<file path="src/rtl/mbr_pkg.sv">
package mbr_pkg;

    typedef enum logic [2:0] {
        ST_IDLE,
        ST_EN_ADDR,
        ST_EN_DATA,
        ST_EN_GAP,
        ST_RD_ADDR,
        ST_RD_WAIT,
        ST_RD_BYTE,
        ST_DONE
    } seq_e;

    localparam logic [7:0] BURST_REG  = 8'h50;
    localparam logic [7:0] WRITE_FLAG = 8'h80;
    localparam int         REPORT_LEN = 6;

    typedef struct packed {
        logic [7:0] status;
        logic [7:0] x_lo;
        logic [7:0] x_hi;
        logic [7:0] y_lo;
        logic [7:0] y_hi;
    } report_t;

endpackage

</file>
<file path="src/rtl/mbr_spi_byte.sv">
module mbr_spi_byte #(
    parameter int HALF_SCLK = 2
) (
    input  logic       clk,
    input  logic       rst_n,
    input  logic       start_i,
    input  logic [7:0] tx_i,
    input  logic       miso_i,
    output logic       sclk_o,
    output logic       mosi_o,
    output logic       done_o,
    output logic [7:0] rx_o
);

    localparam int HW = (HALF_SCLK > 1) ? $clog2(HALF_SCLK) : 1;

    typedef struct packed {
        logic          act;
        logic          sclk;
        logic          done;
        logic [2:0]    bit_idx;
        logic [HW-1:0] div;
        logic [7:0]    tx;
        logic [7:0]    rx;
    } sh_t;

    sh_t sh_d, sh_q;

    always_comb begin
        sh_d      = sh_q;
        sh_d.done = 1'b0;
        if (start_i) begin
            sh_d.act     = 1'b1;
            sh_d.sclk    = 1'b0;
            sh_d.bit_idx = 3'd0;
            sh_d.div     = '0;
            sh_d.tx      = tx_i;
        end else if (sh_q.act) begin
            if (sh_q.div == HW'(HALF_SCLK - 1)) begin
                sh_d.div = '0;
                if (!sh_q.sclk) begin
                    sh_d.sclk = 1'b1;
                    sh_d.rx   = {sh_q.rx[6:0], miso_i};
                end else if (sh_q.bit_idx == 3'd7) begin
                    sh_d.act  = 1'b0;
                    sh_d.done = 1'b1;
                end else begin
                    sh_d.bit_idx = sh_q.bit_idx + 3'd1;
                    sh_d.sclk    = 1'b0;
                    sh_d.tx      = {sh_q.tx[6:0], 1'b0};
                end
            end else begin
                sh_d.div = sh_q.div + HW'(1);
            end
        end
    end

    always_ff @(posedge clk) begin
        if (!rst_n) begin
            sh_q      <= '0;
            sh_q.sclk <= 1'b1;
        end else begin
            sh_q <= sh_d;
        end
    end

    assign sclk_o = sh_q.sclk;
    assign mosi_o = sh_q.tx[7];
    assign done_o = sh_q.done;
    assign rx_o   = sh_q.rx;

    AST_MOSI_HELD_HIGH: assert property (@(posedge clk) disable iff (!rst_n)
        (sh_q.act && $past(sh_q.act) && sh_q.sclk && $past(sh_q.sclk)) |-> $stable(mosi_o));
    AST_BYTE_ENDS_HIGH: assert property (@(posedge clk) disable iff (!rst_n)
        done_o |-> sclk_o);

endmodule

</file>
<file path="src/rtl/mbr_report_decode.sv">
module mbr_report_decode
    import mbr_pkg::*;
(
    input  report_t     rep_i,
    output logic [15:0] dx_o,
    output logic [15:0] dy_o,
    output logic        motion_o,
    output logic        on_surface_o,
    output logic        fault_o
);

    logic [15:0] x_raw, y_raw;

    always_comb begin
        x_raw        = {rep_i.x_hi, rep_i.x_lo};
        y_raw        = {rep_i.y_hi, rep_i.y_lo};
        dx_o         = (~x_raw) + 16'd1;
        dy_o         = (~y_raw) + 16'd1;
        motion_o     = rep_i.status[7];
        on_surface_o = ~rep_i.status[3];
        fault_o      = |rep_i.status[2:0];
    end

endmodule

</file>
<file path="src/rtl/motion_burst_reader.sv">
module motion_burst_reader
    import mbr_pkg::*;
#(
    parameter int HALF_SCLK   = 2,
    parameter int WAIT_CYCLES = 8750,
    parameter int GAP_CYCLES  = 30000
) (
    input  logic        clk,
    input  logic        rst_n,
    input  logic        start_i,
    output logic        sclk_o,
    output logic        cs_n_o,
    output logic        mosi_o,
    input  logic        miso_i,
    output logic        valid_o,
    output logic [15:0] dx_o,
    output logic [15:0] dy_o,
    output logic        motion_o,
    output logic        on_surface_o
);

    localparam int CNT_MAX = (WAIT_CYCLES > GAP_CYCLES) ? WAIT_CYCLES : GAP_CYCLES;
    localparam int CW      = $clog2(CNT_MAX + 1);

    typedef struct packed {
        seq_e          st;
        logic          cs_n;
        logic          kick;
        logic [7:0]    tx;
        logic [CW-1:0] cnt;
        logic [2:0]    idx;
        logic          burst;
        report_t       rep;
        logic          valid;
        logic [15:0]   dx;
        logic [15:0]   dy;
        logic          motion;
        logic          on_surf;
    } ctl_t;

    ctl_t c_d, c_q;

    logic        byte_done;
    logic [7:0]  byte_rx;
    logic [15:0] dec_dx, dec_dy;
    logic        dec_motion, dec_on_surf, dec_fault;

    mbr_spi_byte #(.HALF_SCLK(HALF_SCLK)) u_shift (
        .clk    (clk),
        .rst_n  (rst_n),
        .start_i(c_q.kick),
        .tx_i   (c_q.tx),
        .miso_i (miso_i),
        .sclk_o (sclk_o),
        .mosi_o (mosi_o),
        .done_o (byte_done),
        .rx_o   (byte_rx)
    );

    mbr_report_decode u_dec (
        .rep_i       (c_q.rep),
        .dx_o        (dec_dx),
        .dy_o        (dec_dy),
        .motion_o    (dec_motion),
        .on_surface_o(dec_on_surf),
        .fault_o     (dec_fault)
    );

    always_comb begin
        c_d       = c_q;
        c_d.kick  = 1'b0;
        c_d.valid = 1'b0;
        case (c_q.st)
            ST_IDLE: begin
                if (start_i) begin
                    c_d.cs_n = 1'b0;
                    c_d.kick = 1'b1;
                    if (c_q.burst) begin
                        c_d.st = ST_RD_ADDR;
                        c_d.tx = BURST_REG;
                    end else begin
                        c_d.st = ST_EN_ADDR;
                        c_d.tx = BURST_REG | WRITE_FLAG;
                    end
                end
            end
            ST_EN_ADDR: begin
                if (byte_done) begin
                    c_d.st   = ST_EN_DATA;
                    c_d.kick = 1'b1;
                    c_d.tx   = 8'h00;
                end
            end
            ST_EN_DATA: begin
                if (byte_done) begin
                    c_d.cs_n  = 1'b1;
                    c_d.burst = 1'b1;
                    c_d.cnt   = '0;
                    c_d.st    = ST_EN_GAP;
                end
            end
            ST_EN_GAP: begin
                if (c_q.cnt == CW'(GAP_CYCLES - 1)) begin
                    c_d.cs_n = 1'b0;
                    c_d.st   = ST_RD_ADDR;
                    c_d.kick = 1'b1;
                    c_d.tx   = BURST_REG;
                end else begin
                    c_d.cnt = c_q.cnt + CW'(1);
                end
            end
            ST_RD_ADDR: begin
                if (byte_done) begin
                    c_d.cnt = '0;
                    c_d.st  = ST_RD_WAIT;
                end
            end
            ST_RD_WAIT: begin
                if (c_q.cnt == CW'(WAIT_CYCLES - 1)) begin
                    c_d.st   = ST_RD_BYTE;
                    c_d.kick = 1'b1;
                    c_d.tx   = 8'h00;
                    c_d.idx  = 3'd0;
                end else begin
                    c_d.cnt = c_q.cnt + CW'(1);
                end
            end
            ST_RD_BYTE: begin
                if (byte_done) begin
                    case (c_q.idx)
                        3'd0:    c_d.rep.status = byte_rx;
                        3'd2:    c_d.rep.x_lo   = byte_rx;
                        3'd3:    c_d.rep.x_hi   = byte_rx;
                        3'd4:    c_d.rep.y_lo   = byte_rx;
                        3'd5:    c_d.rep.y_hi   = byte_rx;
                        default: ;
                    endcase
                    if (c_q.idx == 3'(REPORT_LEN - 1)) begin
                        c_d.st = ST_DONE;
                    end else begin
                        c_d.idx  = c_q.idx + 3'd1;
                        c_d.kick = 1'b1;
                    end
                end
            end
            ST_DONE: begin
                c_d.cs_n    = 1'b1;
                c_d.st      = ST_IDLE;
                c_d.valid   = 1'b1;
                c_d.dx      = dec_dx;
                c_d.dy      = dec_dy;
                c_d.motion  = dec_motion;
                c_d.on_surf = dec_on_surf;
                c_d.burst   = c_q.burst & ~dec_fault;
            end
            default: c_d.st = ST_IDLE;
        endcase
    end

    always_ff @(posedge clk) begin
        if (!rst_n) begin
            c_q      <= '0;
            c_q.st   <= ST_IDLE;
            c_q.cs_n <= 1'b1;
        end else begin
            c_q <= c_d;
        end
    end

    assign cs_n_o       = c_q.cs_n;
    assign valid_o      = c_q.valid;
    assign dx_o         = c_q.dx;
    assign dy_o         = c_q.dy;
    assign motion_o     = c_q.motion;
    assign on_surface_o = c_q.on_surf;

    AST_IDLE_CLOCK_PARKED: assert property (@(posedge clk) disable iff (!rst_n)
        cs_n_o |-> sclk_o);
    AST_VALID_ONE_CYCLE: assert property (@(posedge clk) disable iff (!rst_n)
        valid_o |=> !valid_o);
    AST_OUTPUTS_HELD: assert property (@(posedge clk) disable iff (!rst_n)
        !valid_o |-> $stable({dx_o, dy_o, motion_o, on_surface_o}));
    AST_ENABLE_ONLY_INACTIVE: assert property (@(posedge clk) disable iff (!rst_n)
        (c_q.st == ST_EN_ADDR) |-> !c_q.burst);
    AST_FAULT_DROPS_BURST: assert property (@(posedge clk) disable iff (!rst_n)
        (c_q.st == ST_DONE && (|c_q.rep.status[2:0])) |=> !c_q.burst);
    AST_CS_LOW_IN_BURST: assert property (@(posedge clk) disable iff (!rst_n)
        (c_q.st == ST_RD_BYTE || c_q.st == ST_RD_WAIT) |-> !cs_n_o);
    AST_START_IGNORED: assert property (@(posedge clk) disable iff (!rst_n)
        (c_q.st == ST_RD_WAIT && start_i) |=> (c_q.st == ST_RD_WAIT || c_q.st == ST_RD_BYTE));

endmodule

</file>
<file path="config.mk">
export PLATFORM = sky130hd
export DESIGN_NAME = motion_burst_reader
export DESIGN_NICKNAME = d
export VERILOG_FILES = /design/src/rtl/mbr_pkg.sv /design/src/rtl/mbr_spi_byte.sv /design/src/rtl/mbr_report_decode.sv /design/src/rtl/motion_burst_reader.sv
export SDC_FILE = /design/constraint.sdc
export NUM_CORES = 1
export LEC_CHECK = 0
export BUFFER_PORTS_ARGS = -buffer_cell sky130_fd_sc_hd__buf_2
export CAP_MARGIN = 20
export CORE_ASPECT_RATIO = 0.7
export CORE_MARGIN = 2
export CORE_UTILIZATION = 25
export DETAILED_ROUTE_END_ITERATION = 10
export SYNTH_ARGS = -nofsm -noshare
export SYNTH_HDL_FRONTEND = slang
export SYNTH_HIERARCHICAL = 1
export SYNTH_SLANG_ARGS = --single-unit
</file>
<file path="constraint.sdc">
create_clock -name clk -period 3.8 [get_ports clk]
set_input_delay 0.19 -clock clk [delete_from_list [all_inputs] [get_ports clk]]
set_output_delay 0.19 -clock clk [all_outputs]
set_load 0.05 [all_outputs]
</file>
==> results.md, run 1 <==
* CTS Root Cell: clkbuf_16
* Hold_sp: miso_i
* CP top delay family: simple AND/OR/NAND/NOR gates
* Global-route wire length before repair at 22.8 mm
* Total Power at 0.00351 W
* Finished Core Util at 28.3%
* Core Region at 24500 µm²
* Die ar. at 26100 µm²
* Critical-path cell list: inv_1 > ha_1 > mux2i_1 > mux2i_2 > o211ai_2 > or4_1 > o22ai_1
* Setup bufs post-CTS at 0
* Syn Area/Cell at 8.31 µm²
* Status: complete, no violations
* Critical path type: reg2reg
* Clk_skew at 0.0116 ns
* Vias in the first global route at ~4.4k
* RSZ-0062 raised after global routing: false
* Hold Path Sink: u_shift/rx_o[0]
* Overall routing resource usage at 11.0%
* Clock buffer depth at 2
* Worst slack at placement at 1.32 ns
* Worst hold path class: in2reg
* R2R Path End: c_q[91]
* Clk sinks at 121
* Via density at 4.61
* Worst EP required at 4.14 ns
* GPL Wtd Cong at 0.840
* Post-Route WL at approximately 14 mm
* Leakage at between 2 and 3 nW
* Die W at 192 µm
* Port buffer count at 41
* H-tree depth at 4
* Initial antenna violation count at 0
* Total gr overflow at 0
* Reg2reg path depth at 7
* Pin count of the biggest net entering global routing at 64
* CTS Buf Count at 17
* Final min period at 2.54 ns
* Setup-failing EPs final at 0
* Final hold violation count at 0
* Reg clk slew, reported paths at 0.06 ns
* Io pins at between 40 and 50
* Gate Count Post-Synth at roughly 750
* WP buf/inv at 1
* Final hold slack at 0.0440 ns
* Setup tns final at 0 ns
* TritonCTS clock tree: built
* Drt drc at 0
* Tcrit/Tclk final at 66.8%
* Rows at 48
* Via count at between 4k and 5k
* CTS resizes at 0
* Routed wire per std cell at ~13 µm
* CP peak stage delay at between 0.6 and 0.7 ns
* Type of origin of the critical path: register
* Clock Latency Late Sink at roughly 0.42 ns
* Drt initial violations at 325
* Critical path arrival at between 2 and 3 ns
* DR pass1 iterations at 5
* Share of layout cells above drive strength 1 at 13.5%
* Worst r2r src: c_q[104]
* HPWL after DPL at approximately 9.4 mm
* CP endpoint kind: register
* Slew HR at 43.8%
* Synth Cell Area at about 6200 µm²
* Critical-path top delay cell: or4_1
* Area Growth Syn to Fin at 11.7%
* Yosys Warn Count at 6
* Reg2Reg Setup Slack at 1.26 ns
* Max capacitance violation total at 0
* NumNets Final at 752
* Peak VDD IR at 0.341 mV
* Post-layout worst setup margin at 1.26 ns
* Hold-fix buffers, CTS at 0
* Max Slew Vio Count at 0
* Slew at the pin closest to its max-slew limit at 0.841 ns
* # diodes at 0
* Starting Density at 25.3%
* Die H at about 140 µm
* Power Density at 506 nW/µm²
* Max FO, Critical Path at 20
* Final ANT Viol Nets at 0
* WHS Path Cells at 3
* Maximum clock frequency at 394 MHz
[worst reg2reg max path: cells and delay by family (launching register included)]
kind / cells / cell delay [ns]
simple gates: 1 / 0.62
compound gates: 2 / 0.55
mux: 2 / 0.43
flops: 1 / 0.41
fa+ha+maj: 1 / 0.36
buf+inv: 1 / 0.10
[stage by stage]
| stage | cell area [µm²] | instances |
|---|---|---|
| final | 6930 | 1071 |
| after global routing | 6930 | 1071 |
| after CTS | 6930 | 1071 |
| after detailed placement | 6350 | 1039 |
| after global placement | 6350 | 1039 |
| after floorplan | 6220 | 751 |
[power by group]
group,internal (W),switching (W),leakage [nW]
logic,0.000196,0.000302,1.24
clock network,0.000926,0.000672,0.285
registers,0.00133,0.0000755,0.977
[cells in the final DEF, fill, tap and decap left out, drive strengths merged, types with 6 or more instances in the layout]
cell type  instances
a21oi             72
buf               45
clkbuf            17
dfxtp            121
ha                15
inv               27
mux2i             36
nand2            148
nand2b             9
nand3             28
nand4              7
nor2              47
nor2b             13
nor3              19
nor4               9
o211ai             6
o21ai             18
o221ai             6
o311a              7
or3                6
or4                8
xnor2             20
xor2               9
[layer usage]
layer | routed length [µm] | track usage (%) | up-vias
met5 | 0 | 0 | -
met4 | 124 | 2.88 | 0
met3 | 762 | 3.59 | 14
met2 | 5600 | 15.1 | 109
met1 | 7460 | 16.1 | 2301
li1 | - | - | 2518
[registers in the layout (all words and copies together), names as in the netlist]
register        flops
c_q                62
dx_o               16
dy_o               16
u_shift/sh_q       12
u_shift/rx_o        8
cs_n_o              1
motion_o            1
on_surface_o        1
u_shift/done_o      1
u_shift/mosi_o      1
u_shift/sclk_o      1
valid_o             1
[worst max-delay path by stage]
stage	start	to	slack [ns]	depth (start not counted)
final	c_q[104]	c_q[91]	1.26	7
after global routing	c_q[104]	c_q[88]	1.04	7
after CTS	c_q[104]	c_q[91]	1.28	7
after detailed placement	c_q[104]	c_q[92]	1.32	7
after global placement	c_q[104]	c_q[92]	1.39	7
after floorplan	c_q[104]	c_q[88]	1.78	9
[cell type report]
class                           instances  area, µm²
Fill cell                            2633      17600
Multi-Input combinational cell        530       3210
Sequential cell                       121       2420
Clock buffer                           17        425
Tap cell                              325        407
Timing Repair Buffer                   45        248
Clock inverter                         15        155
Inverter                               18       67.6
Power figures use the tool's default switching activity.
==> run 2: changes to the inputs <==
Clock period 3.8 ns to 2.6 ns, I/O delays scaled along.
==> results.md, run 2 (synthesis results as in run 1) <==
* Clk network pwr share at 46.5% (+0.9 points)
* Core Region at 24500 µm² (unchanged)
* Share of layout cells above drive strength 1 at 14.9% (+1.3 points)
* Critical-path cell list: inv_1 > ha_1 > mux2i_1 > mux2i_2 > o211ai_2 > buf_4 > or3_1 > a21oi_1
* Initial antenna violation count at 0 (unchanged)
* Routed wire per std cell at 12.8 µm (-1.5%)
* Die H at 136 µm (unchanged)
* NumNets Final at 765 (+1.7%)
* Overall routing resource usage at 11.0% (+0.014 points)
* Most frequent cells in the layout: nand2_1 (147), dfxtp_1 (121), a21oi_1 (72)
* Power Density at 752 nW/µm² (+49%)
* Tcrit/Tclk final at 89.9% (+23 points)
* Psw at 0.00152 W (+45%)
* Clock buffer depth at 2 (unchanged)
* Type of origin of the critical path: register
* R2R Path End: c_q[80]
* CP endpoint kind: register
* Final ANT Viol Nets at 0 (unchanged)
* Fillers at 2654 (+0.80%)
* Peak VDD IR at 0.451 mV (+32%)
* Critical path type: reg2reg
* HPWL after DPL at 9.40 mm (-0.48%)
* Reg2Reg Setup Slack at 0.26 ns (-1.00 ns)
* Die ar. at 26100 µm² (unchanged)
* Io pins at 42 (unchanged)
* Leading cell type in the layout, fill and taps excluded: nand2_1
* Max capacitance violation total at 0 (unchanged)
* WP buf/inv at 2 (+1)
* Via density at 4.57 (-1.0%)
* Post-Route WL at 13.9 mm (-0.27%)
* # diodes at 0 (unchanged)
* Total Power at 0.00532 W (+52%)
* CTS Root Cell: clkbuf_16
* DR pass1 iterations at 4 (-1)
* Status: complete, no violations
* Total gr overflow at 0 (unchanged)
* Hold_sp: miso_i
* Setup tns final at 0 ns (unchanged)
* Setup-failing EPs final at 0 (unchanged)
* Sw frac at 28.6% (-1.3 points)
* Slew HR at 56.0% (+12 points)
* Hold Path Sink: u_shift/rx_o[0]
* Worst hold path class: in2reg
* Drt initial violations at 329 (+1.2%)
* Max Slew Vio Count at 0 (unchanged)
* Max FO, Critical Path at 15 (-25%)
* P_int at 0.00379 W (+54%)
* Top reg by flops: c_q
* CTS resizes at 0 (unchanged)
* Max FFs per register at 62 (unchanged)
* Power share of the combinational group at 15.2% (+1.0 points)
* Die W at 192 µm (unchanged)
* Pin count of the biggest net entering global routing at 82 (+28%)
* Slew at the pin closest to its max-slew limit at 0.659 ns (-0.183 ns)
* Critical path arrival at 2.69 ns (-0.19 ns)
* RSZ-0062 raised after global routing: false
* Worst r2r src: c_q[104]
* Via count at 4951 (+0.18%)
* Area Growth Syn to Fin at 13.9%
* Vias in the first global route at 4444 (+1.0%)
* TritonCTS clock tree: built
* Port buffer count at 41 (unchanged)
* Cell depth of the worst setup path at 8 (+1)
* Clock Latency Late Sink at 0.42 ns (about the same)
* Final hold violation count at 0 (unchanged)
* Worst EP required at 2.95 ns (-1.19 ns)
* Maximum clock frequency at 428 MHz (+8.6%)
* CP top delay family: compound AO/OA/AOI/OAI gates
* Global-route wire length before repair at 22.9 mm (+0.48%)
* Leakage at 2.58 nW (+2.9%)
* Drt drc at 0 (unchanged)
* H-tree depth at 4 (unchanged)
* Clk sinks at 121 (unchanged)
* WHS Path Cells at 3 (unchanged)
* Reg clk slew, reported paths at 0.06 ns (about the same)
* Seq pwr share at 38.3% (-1.9 points)
* Storage cell area at 2420 µm² (unchanged)
* Reg2reg path depth at 8 (+1)
* CTS Buf Count at 17 (unchanged)
* Starting Density at 25.3% (unchanged)
* GPL Wtd Cong at 0.807 (-3.9%)
* Clk_skew at 0.0105 ns (-0.00104 ns)
* CP peak stage delay at 0.42 ns (-0.19 ns)
* Area of the multi-input gates at 3210 µm² (unchanged)
* Critical-path top delay cell: dfxtp_1
* Final min period at 2.34 ns (-0.202 ns)
* Rows at 48 (unchanged)
-- run 2: worst max path at each step --
| stage | start | endpoint | slack [ns] |
|---|---|---|---|
| 2_1_floorplan | c_q[104] | c_q[88] | 0.58 |
| 3_3_place_gp | c_q[104] | c_q[80] | 0.35 |
| 3_5_place_dp | c_q[104] | c_q[80] | 0.28 |
| 4_1_cts | c_q[104] | c_q[80] | 0.27 |
| 5_1_grt | c_q[104] | c_q[80] | 0.08 |
| 6_report | c_q[104] | c_q[80] | 0.26 |
-- run 2: per-stage QoR --
stage	cells	setup slack [ns]	instance area (µm²)	util [%]	hold WS, ns
after floorplan	751	0.583	6220	-	0.299
after CTS	1084	0.269	7070	28.9	0.0173
after detailed placement	1051	0.276	6440	26.3	0.424
after global routing	1084	0.0795	7070	28.9	0.0445
final	1084	0.262	7070	28.9	0.0331
after global placement	1051	0.354	6440	26.3	0.423
-- run 2: metal layers --
metal  GRT usage (%)  wire length, µm  vias up
li1                -                -     2532
met1            16.5             7530     2312
met2            14.9             5520       96
met3            3.33              761       11
met4            2.97              107        0
met5               0                0        -
-- run 2: final cells by class --
cell class | count | share of cell area, %
Inverter | 18 | 0.956
Timing Repair Buffer | 58 | 4.92
Clock inverter | 15 | 2.69
Tap cell | 325 | 5.75
Sequential cell | 121 | 34.3
Clock buffer | 17 | 6.02
Multi-Input combinational cell | 530 | 45.4
-- run 2: timing repair --
item,4_1_cts,5_1_grt
endpoints found under the hold margin,1,0
setup endpoints to repair,0,0
hold buffers,1,0
buffers inserted,0,0
-- run 2: tightest hold or removal path, delay by kind of cell --
family	cells	cell delay, ns
multiplexers	1	0.07
AND/OR/NAND/NOR	1	0.09
buffers and inverters	1	0.11
-- run 2: power groups by stage --
stage / Combinational (W) / Sequential [W] / Clock, W
floorplan: 0.000585 / 0.00212 / 0
global placement: 0.000802 / 0.00207 / 0
detailed placement: 0.000802 / 0.00207 / 0
CTS: 0.000809 / 0.00203 / 0.00253
global route: 0.000900 / 0.00205 / 0.00261
finish: 0.000807 / 0.00204 / 0.00247
